File: src/rtl/pdr_pkg.sv
package pdr_pkg;
    typedef enum logic [1:0] {
        ST_RESET      = 2'd0,
        ST_ACTIVE     = 2'd1,
        ST_PD_GENERAL = 2'd2,
        ST_PD_ENERGY  = 2'd3
    } pdr_state_e;
endpackage

File: src/rtl/pdr_sync.sv
// Two-flop synchronizer for asynchronous level inputs.
module pdr_sync #(
    parameter int   W       = 1,
    parameter logic RST_VAL = 1'b0
) (
    input  logic         clk,
    input  logic         arst_n,
    input  logic [W-1:0] d,
    output logic [W-1:0] q
);
    logic [W-1:0] stage1;

    always_ff @(posedge clk or negedge arst_n) begin
        if (!arst_n) begin
            stage1 <= {W{RST_VAL}};
            q      <= {W{RST_VAL}};
        end else begin
            stage1 <= d;
            q      <= stage1;
        end
    end
endmodule

File: src/rtl/pdr_pin_qual.sv
// Measures how long the synchronized reset pin has been low.
// The output is high once the pin has been low for MIN_CYC consecutive cycles.
module pdr_pin_qual #(
    parameter int MIN_CYC = 5000
) (
    input  logic clk,
    input  logic arst_n,
    input  logic pin_low,
    output logic qualified
);
    localparam int CW = $clog2(MIN_CYC + 1);
    localparam logic [CW-1:0] LIMIT = CW'(MIN_CYC);

    logic [CW-1:0] low_cnt;

    always_ff @(posedge clk or negedge arst_n) begin
        if (!arst_n) begin
            low_cnt <= '0;
        end else if (!pin_low) begin
            low_cnt <= '0;
        end else if (low_cnt != LIMIT) begin
            low_cnt <= low_cnt + 1'b1;
        end
    end

    assign qualified = (low_cnt == LIMIT);
endmodule

File: src/rtl/pdr_irq.sv
// Sticky interrupt flag; a set wins over a clear at the same edge.
module pdr_irq (
    input  logic clk,
    input  logic arst_n,
    input  logic set,
    input  logic clr,
    output logic flag
);
    always_ff @(posedge clk or negedge arst_n) begin
        if (!arst_n) begin
            flag <= 1'b0;
        end else if (set) begin
            flag <= 1'b1;
        end else if (clr) begin
            flag <= 1'b0;
        end
    end
endmodule

File: src/rtl/pdr_fsm.sv
// Power and reset sequencing state machine.
module pdr_fsm
    import pdr_pkg::*;
#(
    parameter int RST_HOLD = 8
) (
    input  logic clk,
    input  logic arst_n,
    input  logic hw_hold,
    input  logic soft_rst,
    input  logic pd_general,
    input  logic edpd_en,
    input  logic energy,
    output logic core_pwr_en,
    output logic core_rst,
    output logic tx_inhibit,
    output logic wake_evt
);
    localparam int CW = $clog2(RST_HOLD + 1);
    localparam logic [CW-1:0] HOLD_LOAD = CW'(RST_HOLD - 1);

    pdr_state_e    state, state_nxt;
    logic [CW-1:0] hold_cnt;

    // Next-state logic. Priority: pin reset, soft reset, power-down, energy.
    always_comb begin
        state_nxt = state;
        wake_evt  = 1'b0;
        unique case (state)
            ST_RESET: begin
                if (!hw_hold && hold_cnt == '0) state_nxt = ST_ACTIVE;  // boot
            end
            ST_ACTIVE: begin
                if (hw_hold)                    state_nxt = ST_RESET;       // pin_reset
                else if (soft_rst)              state_nxt = ST_RESET;       // soft_reset
                else if (pd_general)            state_nxt = ST_PD_GENERAL;  // pd_enter
                else if (edpd_en && !energy)    state_nxt = ST_PD_ENERGY;   // sleep
            end
            ST_PD_GENERAL: begin
                if (hw_hold)                    state_nxt = ST_RESET;       // pin_reset
                else if (!pd_general)           state_nxt = ST_RESET;       // pd_exit
            end
            ST_PD_ENERGY: begin
                if (hw_hold)                    state_nxt = ST_RESET;       // pin_reset
                else if (soft_rst)              state_nxt = ST_RESET;       // soft_reset
                else if (pd_general)            state_nxt = ST_PD_GENERAL;  // pd_enter
                else if (energy) begin
                    state_nxt = ST_ACTIVE;                                  // wake
                    wake_evt  = 1'b1;
                end
                else if (!edpd_en)              state_nxt = ST_ACTIVE;      // sleep_off
            end
            default: state_nxt = ST_RESET;
        endcase
    end

    // State register and reset-hold timer.
    always_ff @(posedge clk or negedge arst_n) begin
        if (!arst_n) begin
            state    <= ST_RESET;
            hold_cnt <= HOLD_LOAD;
        end else begin
            state <= state_nxt;
            if (state_nxt == ST_RESET && (state != ST_RESET || hw_hold)) begin
                hold_cnt <= HOLD_LOAD;
            end else if (state == ST_RESET && hold_cnt != '0) begin
                hold_cnt <= hold_cnt - 1'b1;
            end
        end
    end

    // Moore outputs.
    always_comb begin
        unique case (state)
            ST_RESET:      begin core_pwr_en = 1'b1; core_rst = 1'b1; tx_inhibit = 1'b1; end
            ST_ACTIVE:     begin core_pwr_en = 1'b1; core_rst = 1'b0; tx_inhibit = 1'b0; end
            ST_PD_GENERAL: begin core_pwr_en = 1'b0; core_rst = 1'b1; tx_inhibit = 1'b1; end
            ST_PD_ENERGY:  begin core_pwr_en = 1'b0; core_rst = 1'b0; tx_inhibit = 1'b1; end
            default:       begin core_pwr_en = 1'b1; core_rst = 1'b1; tx_inhibit = 1'b1; end
        endcase
    end
endmodule

File: src/rtl/phy_pwr_ctrl.sv
module phy_pwr_ctrl #(
    parameter int CLK_HZ     = 50_000_000,
    parameter int MIN_RST_US = 100,
    parameter int RST_HOLD   = 8
) (
    input  logic clk,
    input  logic arst_n,
    input  logic rst_pin_n,
    input  logic soft_rst,
    input  logic pd_general,
    input  logic edpd_en,
    input  logic line_energy,
    input  logic irq_en,
    input  logic irq_clear,
    output logic core_pwr_en,
    output logic core_rst,
    output logic tx_inhibit,
    output logic energy_on,
    output logic irq
);
    localparam int MIN_RST_CYC = (CLK_HZ / 1_000_000) * MIN_RST_US;

    logic pin_sync;
    logic hw_hold;
    logic wake_evt;

    pdr_sync #(.W(1), .RST_VAL(1'b0)) i_energy_sync (
        .clk(clk), .arst_n(arst_n), .d(line_energy), .q(energy_on)
    );

    pdr_sync #(.W(1), .RST_VAL(1'b1)) i_pin_sync (
        .clk(clk), .arst_n(arst_n), .d(rst_pin_n), .q(pin_sync)
    );

    pdr_pin_qual #(.MIN_CYC(MIN_RST_CYC)) i_pin_qual (
        .clk(clk), .arst_n(arst_n), .pin_low(!pin_sync), .qualified(hw_hold)
    );

    pdr_fsm #(.RST_HOLD(RST_HOLD)) i_fsm (
        .clk(clk), .arst_n(arst_n), .hw_hold(hw_hold), .soft_rst(soft_rst),
        .pd_general(pd_general), .edpd_en(edpd_en), .energy(energy_on),
        .core_pwr_en(core_pwr_en), .core_rst(core_rst), .tx_inhibit(tx_inhibit),
        .wake_evt(wake_evt)
    );

    pdr_irq i_irq (
        .clk(clk), .arst_n(arst_n), .set(wake_evt && irq_en), .clr(irq_clear), .flag(irq)
    );
endmodule

File: config.mk
export PLATFORM = sky130hd
export DESIGN_NAME = phy_pwr_ctrl
export DESIGN_NICKNAME = d
export VERILOG_FILES = /design/src/rtl/pdr_pkg.sv /design/src/rtl/pdr_sync.sv /design/src/rtl/pdr_pin_qual.sv /design/src/rtl/pdr_irq.sv /design/src/rtl/pdr_fsm.sv /design/src/rtl/phy_pwr_ctrl.sv
export SDC_FILE = /design/constraint.sdc
export NUM_CORES = 1
export LEC_CHECK = 0
export ABC_AREA = 1
export BUFFER_PORTS_ARGS = -buffer_cell sky130_fd_sc_hd__buf_4
export CAP_MARGIN = 20
export CORE_ASPECT_RATIO = 0.9
export CORE_MARGIN = 2
export CORE_UTILIZATION = 50
export CTS_CLUSTER_DIAMETER = 40
export DETAILED_ROUTE_END_ITERATION = 16
export PLACE_DENSITY_LB_ADDON = 0.2
export SYNTH_ARGS = -nofsm -noshare
export SYNTH_HDL_FRONTEND = slang
export SYNTH_SLANG_ARGS = --single-unit
File: constraint.sdc
create_clock -name clk -period 1.4 [get_ports clk]
set_input_delay 0.28 -clock clk [delete_from_list [all_inputs] [get_ports clk]]
set_output_delay 0.28 -clock clk [all_outputs]
set_load 0.03 [all_outputs]
==> flow_metrics.py, run 1 <==
metrics = {
    "power_and_ir_drop": {
        "p_switching_uw": 727.3,
        "combPwrFrac": 0.372,
        "p_per_area_mw_per_mm2": 1355,
        "netSwitchingFraction": 0.3331,
        "pwr-share-seq": 0.405,
        "vdd_drop_max_uv": 1293,
        "internal_power_uw": 1456,
        "p_leak_uw": 0.0007885,
        "clkPwrFrac": 0.224,
    },
    "drt": {
        "ant_nets": 0,
        "wire_per_inst_um": 11.69,
        "drcViolationCount": 0,
        "vias": 1101,
        "drt_iter0_drc": 37,
        "routed_wl_um": 2514,
        "dr.pass1.iters": 4,
        "routed_via_density": 5.121,
    },
    "outcome": {
        "status": "finished clean",
    },
    "run": {
        "max_cap_viol_count": 0,
    },
    "layout": {
        "area_growth_pct": 24.09,
        "layout-drive-gt1-share": 0.2727,
        "layout_commonest_cell": "nand2_1",
        "final_cell_mix": "nand2_1 (37), inv_1 (24), dfrtp_1 (19)",
        "antenna_cells": 0,
        "nNetsFinal": 201,
    },
    "setup_path": {
        "arrival_ns": 1.61,
        "crit_type": "flip-flop to flip-flop",
        "worstSetupEndpointType": "flip-flop",
        "startpoint": "i_pin_qual.low_cnt[0]",
        "cp_max_fo": 5,
        "r2r_start": "i_pin_qual.low_cnt[0]",
        "required_ns": 1.63,
        "cp-start-kind": "flip-flop",
    },
    "timing": {
        "finalWorstSetupSlack_ns": 0.02318,
        "grt_setup_unrepaired": "yes",
        "tightestPinTransition_ns": 0.3285,
        "fin_skew_ns": 0.02216,
        "finalHoldViolCount": 0,
        "layout_min_cycle_time_ns": 1.377,
        "whs_ns": 0.05276,
        "min_period_over_period": 0.9834,
        "drv_slew": 0,
        "relSlewSlack": 0.7807,
        "setup_violations": 0,
        "clock.fmax_mhz": 726.3,
    },
    "cts": {
        "cts_tree": "built",
        "htreeDepth": 1,
        "cts_buffers": 3,
        "worstSkewPairLatency_ns": 0.32,
        "cts_sinks": 24,
        "clkTransAtPathRegs_ns": 0.14,
        "clk_path_buf_depth": 2,
        "cts_root_buffer": "clkbuf_4",
    },
    "synth": {
        "synth-seq-cells": 24,
        "syn_area_per_cell_um2": 7.919,
        "syn_inst": 164,
        "synth_cell_types": 26,
        "yosysSeqAreaShare": 0.4672,
        "syn_area_mm2": 0.001299,
        "ys_warn_count": 0,
        "syn_nets": 177,
    },
    "global_route": {
        "grt_pass1_vias": 1018,
        "antenna_found_initial": 0,
        "grt_pass1_wl_um": 4167,
        "grt-ovfl-total": 0,
        "grt_start_max_net_pins": 25,
        "track_usage": 0.1828,
    },
    "floorplanning": {
        "dieArea_mm2": 0.003022,
        "num_io_pins": 14,
        "die_w_um": 57.72,
        "start_util": 0.5264,
        "rows": 17,
        "core_mm2": 0.002467,
        "die_h_um": 52.35,
    },
    "place": {
        "dp_slack_ns": -0.06871,
        "place.gp.congestion": 0.7924,
        "dpl.hpwl_um": 1912,
        "portBuffers": 13,
    },
    "hold_path": {
        "hp-class": "input port to flip-flop",
        "worstHoldStart": "line_energy",
    },
}
repair_timing:
action,in CTS,in global routing
setup buffers,1,3
hold buffers,1,0
endpoints found under the hold margin,19,0
endpoints found under the setup margin,4,10
pin swaps,2,8
resized for setup,2,17
routing by layer:
layer  routed length [um]  vias up  GRT usage
met3                   89        4    0.05185
met4                   27        0    0.04651
met2                 1226       19     0.3087
li1                     -      557          -
met5                    0        -          0
met1                 1170      521     0.2305
cell families after synthesis:
kind of cell,after synthesis,share of synthesized area
fa+ha+maj,4,0.03854
buf+inv,28,0.08670
xor+xnor,2,0.01349
compound gates,20,0.08768
simple gates,86,0.3064
flops,24,0.4673
registers in the layout (all words and copies together) (netlist names):
| name | count |
|---|---|
| i_pin_qual.low_cnt | 13 |
| i_fsm.hold_cnt | 4 |
| i_fsm.state | 2 |
| i_energy_sync.q | 1 |
| i_energy_sync.stage1 | 1 |
| i_irq.flag | 1 |
| i_pin_sync.q | 1 |
| i_pin_sync.stage1 | 1 |
Yosys cell counts:
| cell | count | area [um^2] |
|---|---|---|
| a21oi_1 | 6 | 30.03 |
| a21oi_2 | 1 | 8.760 |
| buf_6 | 1 | 11.26 |
| dfrtp_1 | 19 | 475.5 |
| dfstp_2 | 5 | 131.4 |
| ha_1 | 4 | 50.05 |
| inv_1 | 26 | 97.59 |
| inv_2 | 1 | 3.750 |
| nand2_1 | 38 | 142.6 |
| nand2_2 | 6 | 37.54 |
| nand3_1 | 11 | 55.05 |
| nand3_2 | 1 | 10.01 |
| nand4_1 | 2 | 12.51 |
| nor2_1 | 19 | 71.32 |
| nor2_4 | 1 | 11.26 |
| nor2b_4 | 1 | 13.76 |
| nor3_1 | 4 | 20.02 |
| nor3_2 | 1 | 10.01 |
| nor3b_1 | 1 | 7.510 |
| o21ai_0 | 9 | 45.04 |
| o21ai_2 | 1 | 8.760 |
| o21bai_1 | 1 | 7.510 |
| o22ai_1 | 1 | 6.260 |
| o31ai_1 | 1 | 7.510 |
| or2_2 | 1 | 6.260 |
| xor2_1 | 2 | 17.52 |
critical path: stages, from the launching register on:
cell and delay [ns]:
dfrtp_1 0.45, inv_1 0.08, ha_2 0.18, nand2_2 0.07, nor2_4 0.14, nand3_4 0.11
nand2_2 0.10, nand2_4 0.06, nor2b_4 0.12
final timing paths:
kind / endpoint / slack, ns / cells after the start
setup / recovery: i_fsm.hold_cnt[3] / 0.02 / 8
hold / removal: i_energy_sync.stage1 / 0.05 / 1
setup reg to reg: i_fsm.hold_cnt[3] / 0.02 / 8
hold reg to reg: i_pin_sync.q / 0.37 / 0
max in group asynchronous: i_fsm.hold_cnt[0] / 0.72 / 2
min in group asynchronous: i_pin_qual.low_cnt[9] / 0.36 / 2
power by group through the flow:
stage | clock [uW] | sequential [uW] | combinational [uW]
2_1_floorplan | 0 | 885 | 491
3_3_place_gp | 0 | 892 | 670
3_5_place_dp | 0 | 898 | 686
4_1_cts | 506 | 884 | 696
5_1_grt | 533 | 897 | 914
6_report | 488 | 884 | 812
final cells by class:
cell class / instances / area, um^2
multi-input combinational: 112 / 659.4
inverter: 27 / 101.3
sequential: 24 / 606.8
clock buffer: 3 / 22.52
timing repair buffer: 20 / 156.4
tap: 28 / 35.03
clock inverter: 1 / 30.03
fill: 205 / 855.8
per-stage QoR:
step           total power, uW  instance area [um^2]  cells  setup TNS [ns]    util
2_1_floorplan             1377                  1299    164               0       -
3_3_place_gp              1563                  1435    206               0  0.5816
3_5_place_dp              1584                  1435    206        -0.07744  0.5816
4_1_cts                   2086                  1513    212               0  0.6131
5_1_grt                   2344                  1612    215         -0.2349  0.6531
6_report                  2184                  1612    215               0  0.6531
(Power assumes the default switching activity.)
==> inputs of run 2 (changes only) <==
--- a/config.mk
+++ b/config.mk
@@ -11,9 +11,11 @@
 export CORE_ASPECT_RATIO = 0.9
 export CORE_MARGIN = 2
 export CORE_UTILIZATION = 50
+export CTS_BUF_LIST = sky130_fd_sc_hd__clkbuf_8
 export CTS_CLUSTER_DIAMETER = 40
 export DETAILED_ROUTE_END_ITERATION = 16
 export PLACE_DENSITY_LB_ADDON = 0.2
+export SKIP_LAST_GASP = 1
 export SYNTH_ARGS = -nofsm -noshare
 export SYNTH_HDL_FRONTEND = slang
 export SYNTH_SLANG_ARGS = --single-unit
==> flow_metrics.py, run 2 (synthesis gave the netlist of run 1 again) <==
metrics = {
    "outcome": {
        "status": "finished clean",
    },
    "timing": {
        "fin_skew_ns": 0.01497,
        "tightestPinTransition_ns": 0.3267,
        "grt_setup_unrepaired": "yes",
        "drv_slew": 0,
        "relSlewSlack": 0.7820,
        "clock.fmax_mhz": 725.7,
        "finalHoldViolCount": 0,
        "setup_violations": 0,
        "layout_min_cycle_time_ns": 1.378,
        "min_period_over_period": 0.9842,
        "finalSetupTns_ns": 0,
    },
    "place": {
        "portBuffers": 13,
        "place.gp.congestion": 0.7924,
        "dpl.hpwl_um": 1912,
        "placed_cell_area_mm2": 0.001435,
        "dp.cells": 206,
    },
    "floorplanning": {
        "rows": 17,
        "num_io_pins": 14,
        "die_h_um": 52.35,
        "core_mm2": 0.002467,
        "die_w_um": 57.72,
        "dieArea_mm2": 0.003022,
        "start_util": 0.5264,
    },
    "cts": {
        "clkTransAtPathRegs_ns": 0.09,
        "worstSkewPairLatency_ns": 0.27,
        "cts_sinks": 24,
        "cts_buffers": 3,
        "htreeDepth": 1,
        "clk_path_buf_depth": 2,
        "cts_root_buffer": "clkbuf_8",
        "cts_tree": "built",
    },
    "setup_path": {
        "required_ns": 1.58,
        "ff2ff_setup_slack_ns": 0.02,
        "rr_endpoint": "i_fsm.hold_cnt[3]",
        "critPathMaxStageDelay_ns": 0.43,
        "crit_type": "flip-flop to flip-flop",
        "cp_top_family": "simple AND/OR/NAND/NOR gates",
        "crit_buf_inv": 1,
        "cp_max_fo": 4,
        "crit_path_cell_trace": "inv_1, ha_2, nand2_2, nor2_4, nand3_4, o21ai_4, nand2_4, nor2b_4",
        "r2r_start": "i_pin_qual.low_cnt[0]",
        "arrival_ns": 1.55,
        "worstSetupEndpointType": "flip-flop",
        "cp-start-kind": "flip-flop",
        "rr_worst_depth": 8,
        "cp_slowest_cell": "dfrtp_1",
    },
    "layout": {
        "stdcell_count": 214,
        "area_growth_pct": 24.66,
        "n_fill_cell": 210,
        "layout_commonest_cell": "nand2_1",
        "final_cell_mix": "nand2_1 (37), inv_1 (25), dfrtp_1 (19)",
        "largest_reg_flops": 13,
        "layout-drive-gt1-share": 0.2634,
        "reg_top3": "i_pin_qual.low_cnt x13, i_fsm.hold_cnt x4, i_fsm.state x2",
        "stdcell_area_mm2": 0.001619,
        "regMostFlops": "i_pin_qual.low_cnt",
        "antenna_cells": 0,
        "nNetsFinal": 200,
    },
    "drt": {
        "vias": 1105,
        "dr.pass1.iters": 4,
        "drt_iter0_drc": 42,
        "routed_via_density": 5.164,
        "drcViolationCount": 0,
        "wire_per_inst_um": 11.78,
        "routed_wl_um": 2521,
        "ant_nets": 0,
    },
    "global_route": {
        "track_usage": 0.1828,
        "grt-ovfl-total": 0,
        "grt_pass1_wl_um": 4140,
        "grt_pass1_vias": 1018,
        "grt_start_max_net_pins": 25,
        "antenna_found_initial": 0,
    },
    "power_and_ir_drop": {
        "finalPower_uw": 2268,
        "vdd_drop_max_uv": 1302,
        "p_leak_uw": 0.0007906,
        "p_per_area_mw_per_mm2": 1401,
    },
    "run": {
        "max_cap_viol_count": 0,
    },
    "hold_path": {
        "hold_path_depth": 1,
        "worstHoldStart": "line_energy",
        "hp-class": "input port to flip-flop",
        "holdPathEnd": "i_energy_sync.stage1",
    },
}
-- run 2: cell types whose count changed in the layout (fill, tap and decap cells not counted), sizes merged --
cell	before	now
buf	19	18
-- run 2: per-stage QoR --
stage | hold slack, ns | setup slack, ns | utilization
after global routing | 0.09958 | -0.06437 | 0.6562
final | 0.1061 | 0.02208 | 0.6562
after detailed placement | 0.1899 | -0.06871 | 0.5816
after CTS | 0.1004 | 0.001087 | 0.6207
after global placement | 0.1888 | 0.02796 | 0.5816
after floorplan | -0.01559 | 0.05125 | -
-- run 2: final cells by class --
| type | instances | area [um^2] | area share |
|---|---|---|---|
| Multi-Input combinational cell | 112 | 659.4 | 0.4073 |
| Sequential cell | 24 | 606.8 | 0.3748 |
| Timing Repair Buffer | 19 | 145.1 | 0.08964 |
| Inverter | 27 | 101.3 | 0.06260 |
| Clock buffer | 3 | 41.29 | 0.02550 |
| Tap cell | 28 | 35.03 | 0.02164 |
| Clock inverter | 1 | 30.03 | 0.01855 |
-- run 2: worst max path at each step --
stage	startpoint	slack (ns)	depth (start not counted)	endpoint
floorplan	i_fsm.hold_cnt[0]	0.05	6	i_fsm.hold_cnt[3]
global placement	i_fsm.hold_cnt[1]	0.03	6	i_fsm.hold_cnt[2]
detailed placement	i_pin_qual.low_cnt[0]	-0.07	8	i_fsm.hold_cnt[3]
CTS	i_fsm.hold_cnt[1]	0.001	6	i_fsm.hold_cnt[3]
global route	i_pin_qual.low_cnt[0]	-0.06	8	i_fsm.hold_cnt[3]
finish	i_pin_qual.low_cnt[0]	0.02	8	i_fsm.hold_cnt[3]
-- run 2: report_power, final --
group	switching [uW]	leakage [uW]	internal (uW)	total [uW]
clock	214	0.0000357	383	597
combinational	458	0.000446	326	784
sequential	65.7	0.000309	821	887
-- run 2: worst register-to-register path, cell delays in order (launching register included) --
cell and delay [ns]:
dfrtp_1 0.43, inv_1 0.08, ha_2 0.18, nand2_2 0.07, nor2_4 0.15, nand3_4 0.11, o21ai_4 0.09, nand2_4 0.08
nor2b_4 0.12
-- run 2: per-layer routing --
metal / part of all wire / wire length, um / up-vias / global-route usage
met3: 0.044 / 110 / 6 / 0.05185
met1: 0.45 / 1130 / 515 / 0.2274
met4: 0.015 / 38 / 0 / 0.05814
met5: 0 / 0 / - / 0
li1: - / - / 556 / -
met2: 0.49 / 1242 / 28 / 0.3068
-- run 2: timing repair --
action,in CTS,in global routing
endpoints found under the hold margin,19,0
endpoints found under the setup margin,3,9
pin swaps,1,8
hold buffers,1,0
gates resized for setup,2,15
setup buffers,1,2
==> inputs of run 3 (changes only) <==
--- a/config.mk
+++ b/config.mk
@@ -6,7 +6,7 @@
 export NUM_CORES = 1
 export LEC_CHECK = 0
 export ABC_AREA = 1
-export BUFFER_PORTS_ARGS = -buffer_cell sky130_fd_sc_hd__buf_4
+export BUFFER_PORTS_ARGS = -buffer_cell sky130_fd_sc_hd__buf_2
 export CAP_MARGIN = 20
 export CORE_ASPECT_RATIO = 0.9
 export CORE_MARGIN = 2
@@ -14,7 +14,7 @@
 export CTS_BUF_LIST = sky130_fd_sc_hd__clkbuf_8
 export CTS_CLUSTER_DIAMETER = 40
 export DETAILED_ROUTE_END_ITERATION = 16
-export PLACE_DENSITY_LB_ADDON = 0.2
+export PLACE_DENSITY = 0.72
 export SKIP_LAST_GASP = 1
 export SYNTH_ARGS = -nofsm -noshare
 export SYNTH_HDL_FRONTEND = slang
==> flow_metrics.py, run 3 (synthesis gave the netlist of run 1 again) <==
metrics = {
    "layout": {
        "antenna_cells": 0,
        "largest_reg_flops": 13,
        "regMostFlops": "i_pin_qual.low_cnt",
        "reg_top3": "i_pin_qual.low_cnt x13, i_fsm.hold_cnt x4, i_fsm.state x2",
        "postLayoutCoreUtil": 0.6562,
        "layout-drive-gt1-share": 0.2857,
        "seq_area_um2": 606.8,
        "area_growth_pct": 24.66,
        "layout_commonest_cell": "nand2_1",
        "nNetsFinal": 203,
        "stdcell_area_mm2": 0.001619,
        "final_cell_mix": "nand2_1 (37), inv_1 (24), dfrtp_1 (19)",
        "n_fill_cell": 207,
        "multi_input_area_um2": 661.9,
    },
    "place": {
        "portBuffers": 13,
        "placed_cell_area_mm2": 0.001410,
        "place.gp.congestion": 0.8743,
        "dpl.hpwl_um": 1930,
    },
    "hold_path": {
        "hp-class": "input port to flip-flop",
    },
    "setup_path": {
        "arrival_ns": 1.63,
        "endpoint": "i_fsm.hold_cnt[3]",
        "worstSetupEndpointType": "flip-flop",
        "cp_max_fo": 4,
        "rr_worst_depth": 8,
        "cp-start-kind": "flip-flop",
        "rr_endpoint": "i_fsm.hold_cnt[3]",
        "r2r_start": "i_pin_qual.low_cnt[0]",
        "crit_type": "flip-flop to flip-flop",
        "startpoint": "i_pin_qual.low_cnt[0]",
        "required_ns": 1.58,
        "ff2ff_setup_slack_ns": -0.06,
    },
    "drt": {
        "drt_iter0_drc": 33,
        "routed_via_density": 5.272,
        "vias": 1144,
        "drcViolationCount": 0,
        "routed_wl_um": 2721,
        "top_layer_used": "met4",
        "dr_wl_met2_um": 1317,
        "wire_per_inst_um": 12.54,
        "m1WireLength_um": 1233,
        "met3_wirelength_um": 139,
        "ant_nets": 0,
        "dr.pass1.iters": 4,
    },
    "timing": {
        "drv_slew": 0,
        "fin_skew_ns": 0.002839,
        "min_period_over_period": 1.041,
        "tightestPinTransition_ns": 0.5138,
        "relSlewSlack": 0.6575,
        "clock.fmax_mhz": 686.1,
        "finalWorstSetupSlack_ns": -0.05742,
        "grt_setup_unrepaired": "yes",
        "setup_violations": 3,
        "layout_min_cycle_time_ns": 1.457,
        "finalHoldViolCount": 0,
        "finalSetupTns_ns": -0.1391,
    },
    "power_and_ir_drop": {
        "p_per_area_mw_per_mm2": 1408,
        "vdd_drop_max_uv": 1136,
        "p_leak_uw": 0.0008067,
    },
    "global_route": {
        "antenna_found_initial": 0,
        "track_usage": 0.1961,
        "grt_pass1_vias": 1058,
        "grt_start_max_net_pins": 25,
        "grt_pass1_wl_um": 4464,
        "grt-ovfl-total": 0,
    },
    "cts": {
        "clk_path_buf_depth": 2,
        "cts_sinks": 24,
        "clkTransAtPathRegs_ns": 0.08,
        "worstSkewPairLatency_ns": 0.27,
        "htreeDepth": 1,
        "cts_tree": "built",
        "cts_buffers": 3,
        "cts_root_buffer": "clkbuf_8",
    },
    "floorplanning": {
        "start_util": 0.5264,
        "core_mm2": 0.002467,
        "num_io_pins": 14,
        "die_w_um": 57.72,
        "rows": 17,
        "dieArea_mm2": 0.003022,
        "die_h_um": 52.35,
    },
    "run": {
        "max_cap_viol_count": 0,
    },
    "outcome": {
        "violations": "negative setup slack",
        "status": "finished, violations left",
    },
}
run 3: cell types whose count changed in the layout (fill, tap and decap cells not counted), sizes merged:
cell / before / now
buf: 18 / 21
run 3: where the power goes:
| part | leakage, uW | internal [uW] | switching, uW |
|---|---|---|---|
| Sequential | 0.000309 | 821 | 67.9 |
| Clock | 0.0000357 | 383 | 227 |
| Combinational | 0.000462 | 320 | 460 |
| Total | 0.000807 | 1520 | 755 |
run 3: metrics by stage:
step | hold WS (ns) | setup slack, ns | power [uW] | std cells
finish | 0.09494 | -0.05742 | 2279 | 217
global route | 0.08804 | -0.1315 | 2428 | 217
CTS | 0.08996 | -0.01976 | 2175 | 214
detailed placement | 0.2843 | -0.05585 | 1557 | 207
global placement | 0.2797 | 0.03830 | 1537 | 207
floorplan | -0.01559 | 0.05125 | 1377 | 164
run 3: critical path, cell delays in order (launching register included):
cell and delay (ns):
dfrtp_1 0.42, inv_1 0.08, ha_2 0.19, nand2_2 0.08
nor2_4 0.18, nand3_4 0.12, nand2_4 0.08, nand2_2 0.08
nor2b_4 0.13
run 3: worst min path at each step:
| stage | start | end | slack [ns] | cells after the start |
|---|---|---|---|---|
| after CTS | rst_pin_n | i_pin_sync.stage1 | 0.09 | 1 |
| after global placement | arst_n | i_pin_qual.low_cnt[11] | 0.28 | 1 |
| final | rst_pin_n | i_pin_sync.stage1 | 0.09 | 1 |
| after detailed placement | arst_n | i_pin_qual.low_cnt[11] | 0.28 | 1 |
| after floorplan | arst_n | i_energy_sync.q | -0.02 | 0 |
| after global routing | rst_pin_n | i_pin_sync.stage1 | 0.09 | 1 |
run 3: layout make-up:
type	instances	share of cell area
clock buffer	3	0.02550
clock inverter	1	0.01855
sequential	24	0.3748
multi-input combinational	112	0.4088
tap	28	0.02164
inverter	27	0.06260
timing repair buffer	22	0.08810
run 3: timing repair:
| item | 4_1_cts | 5_1_grt |
|---|---|---|
| pin swaps | 3 | 6 |
| gates resized for setup | 3 | 17 |
| endpoints found under the hold margin | 19 | 0 |
| setup buffers | 2 | 3 |
| hold buffers | 1 | 0 |
| endpoints found under the setup margin | 8 | 10 |
run 3: per-layer routing:
metal  vias to the layer above  GRT usage
met4                         0    0.05814
met1                       546     0.2543
li1                        567          -
met2                        27     0.3220
met5                         -          0
met3                         4    0.05185
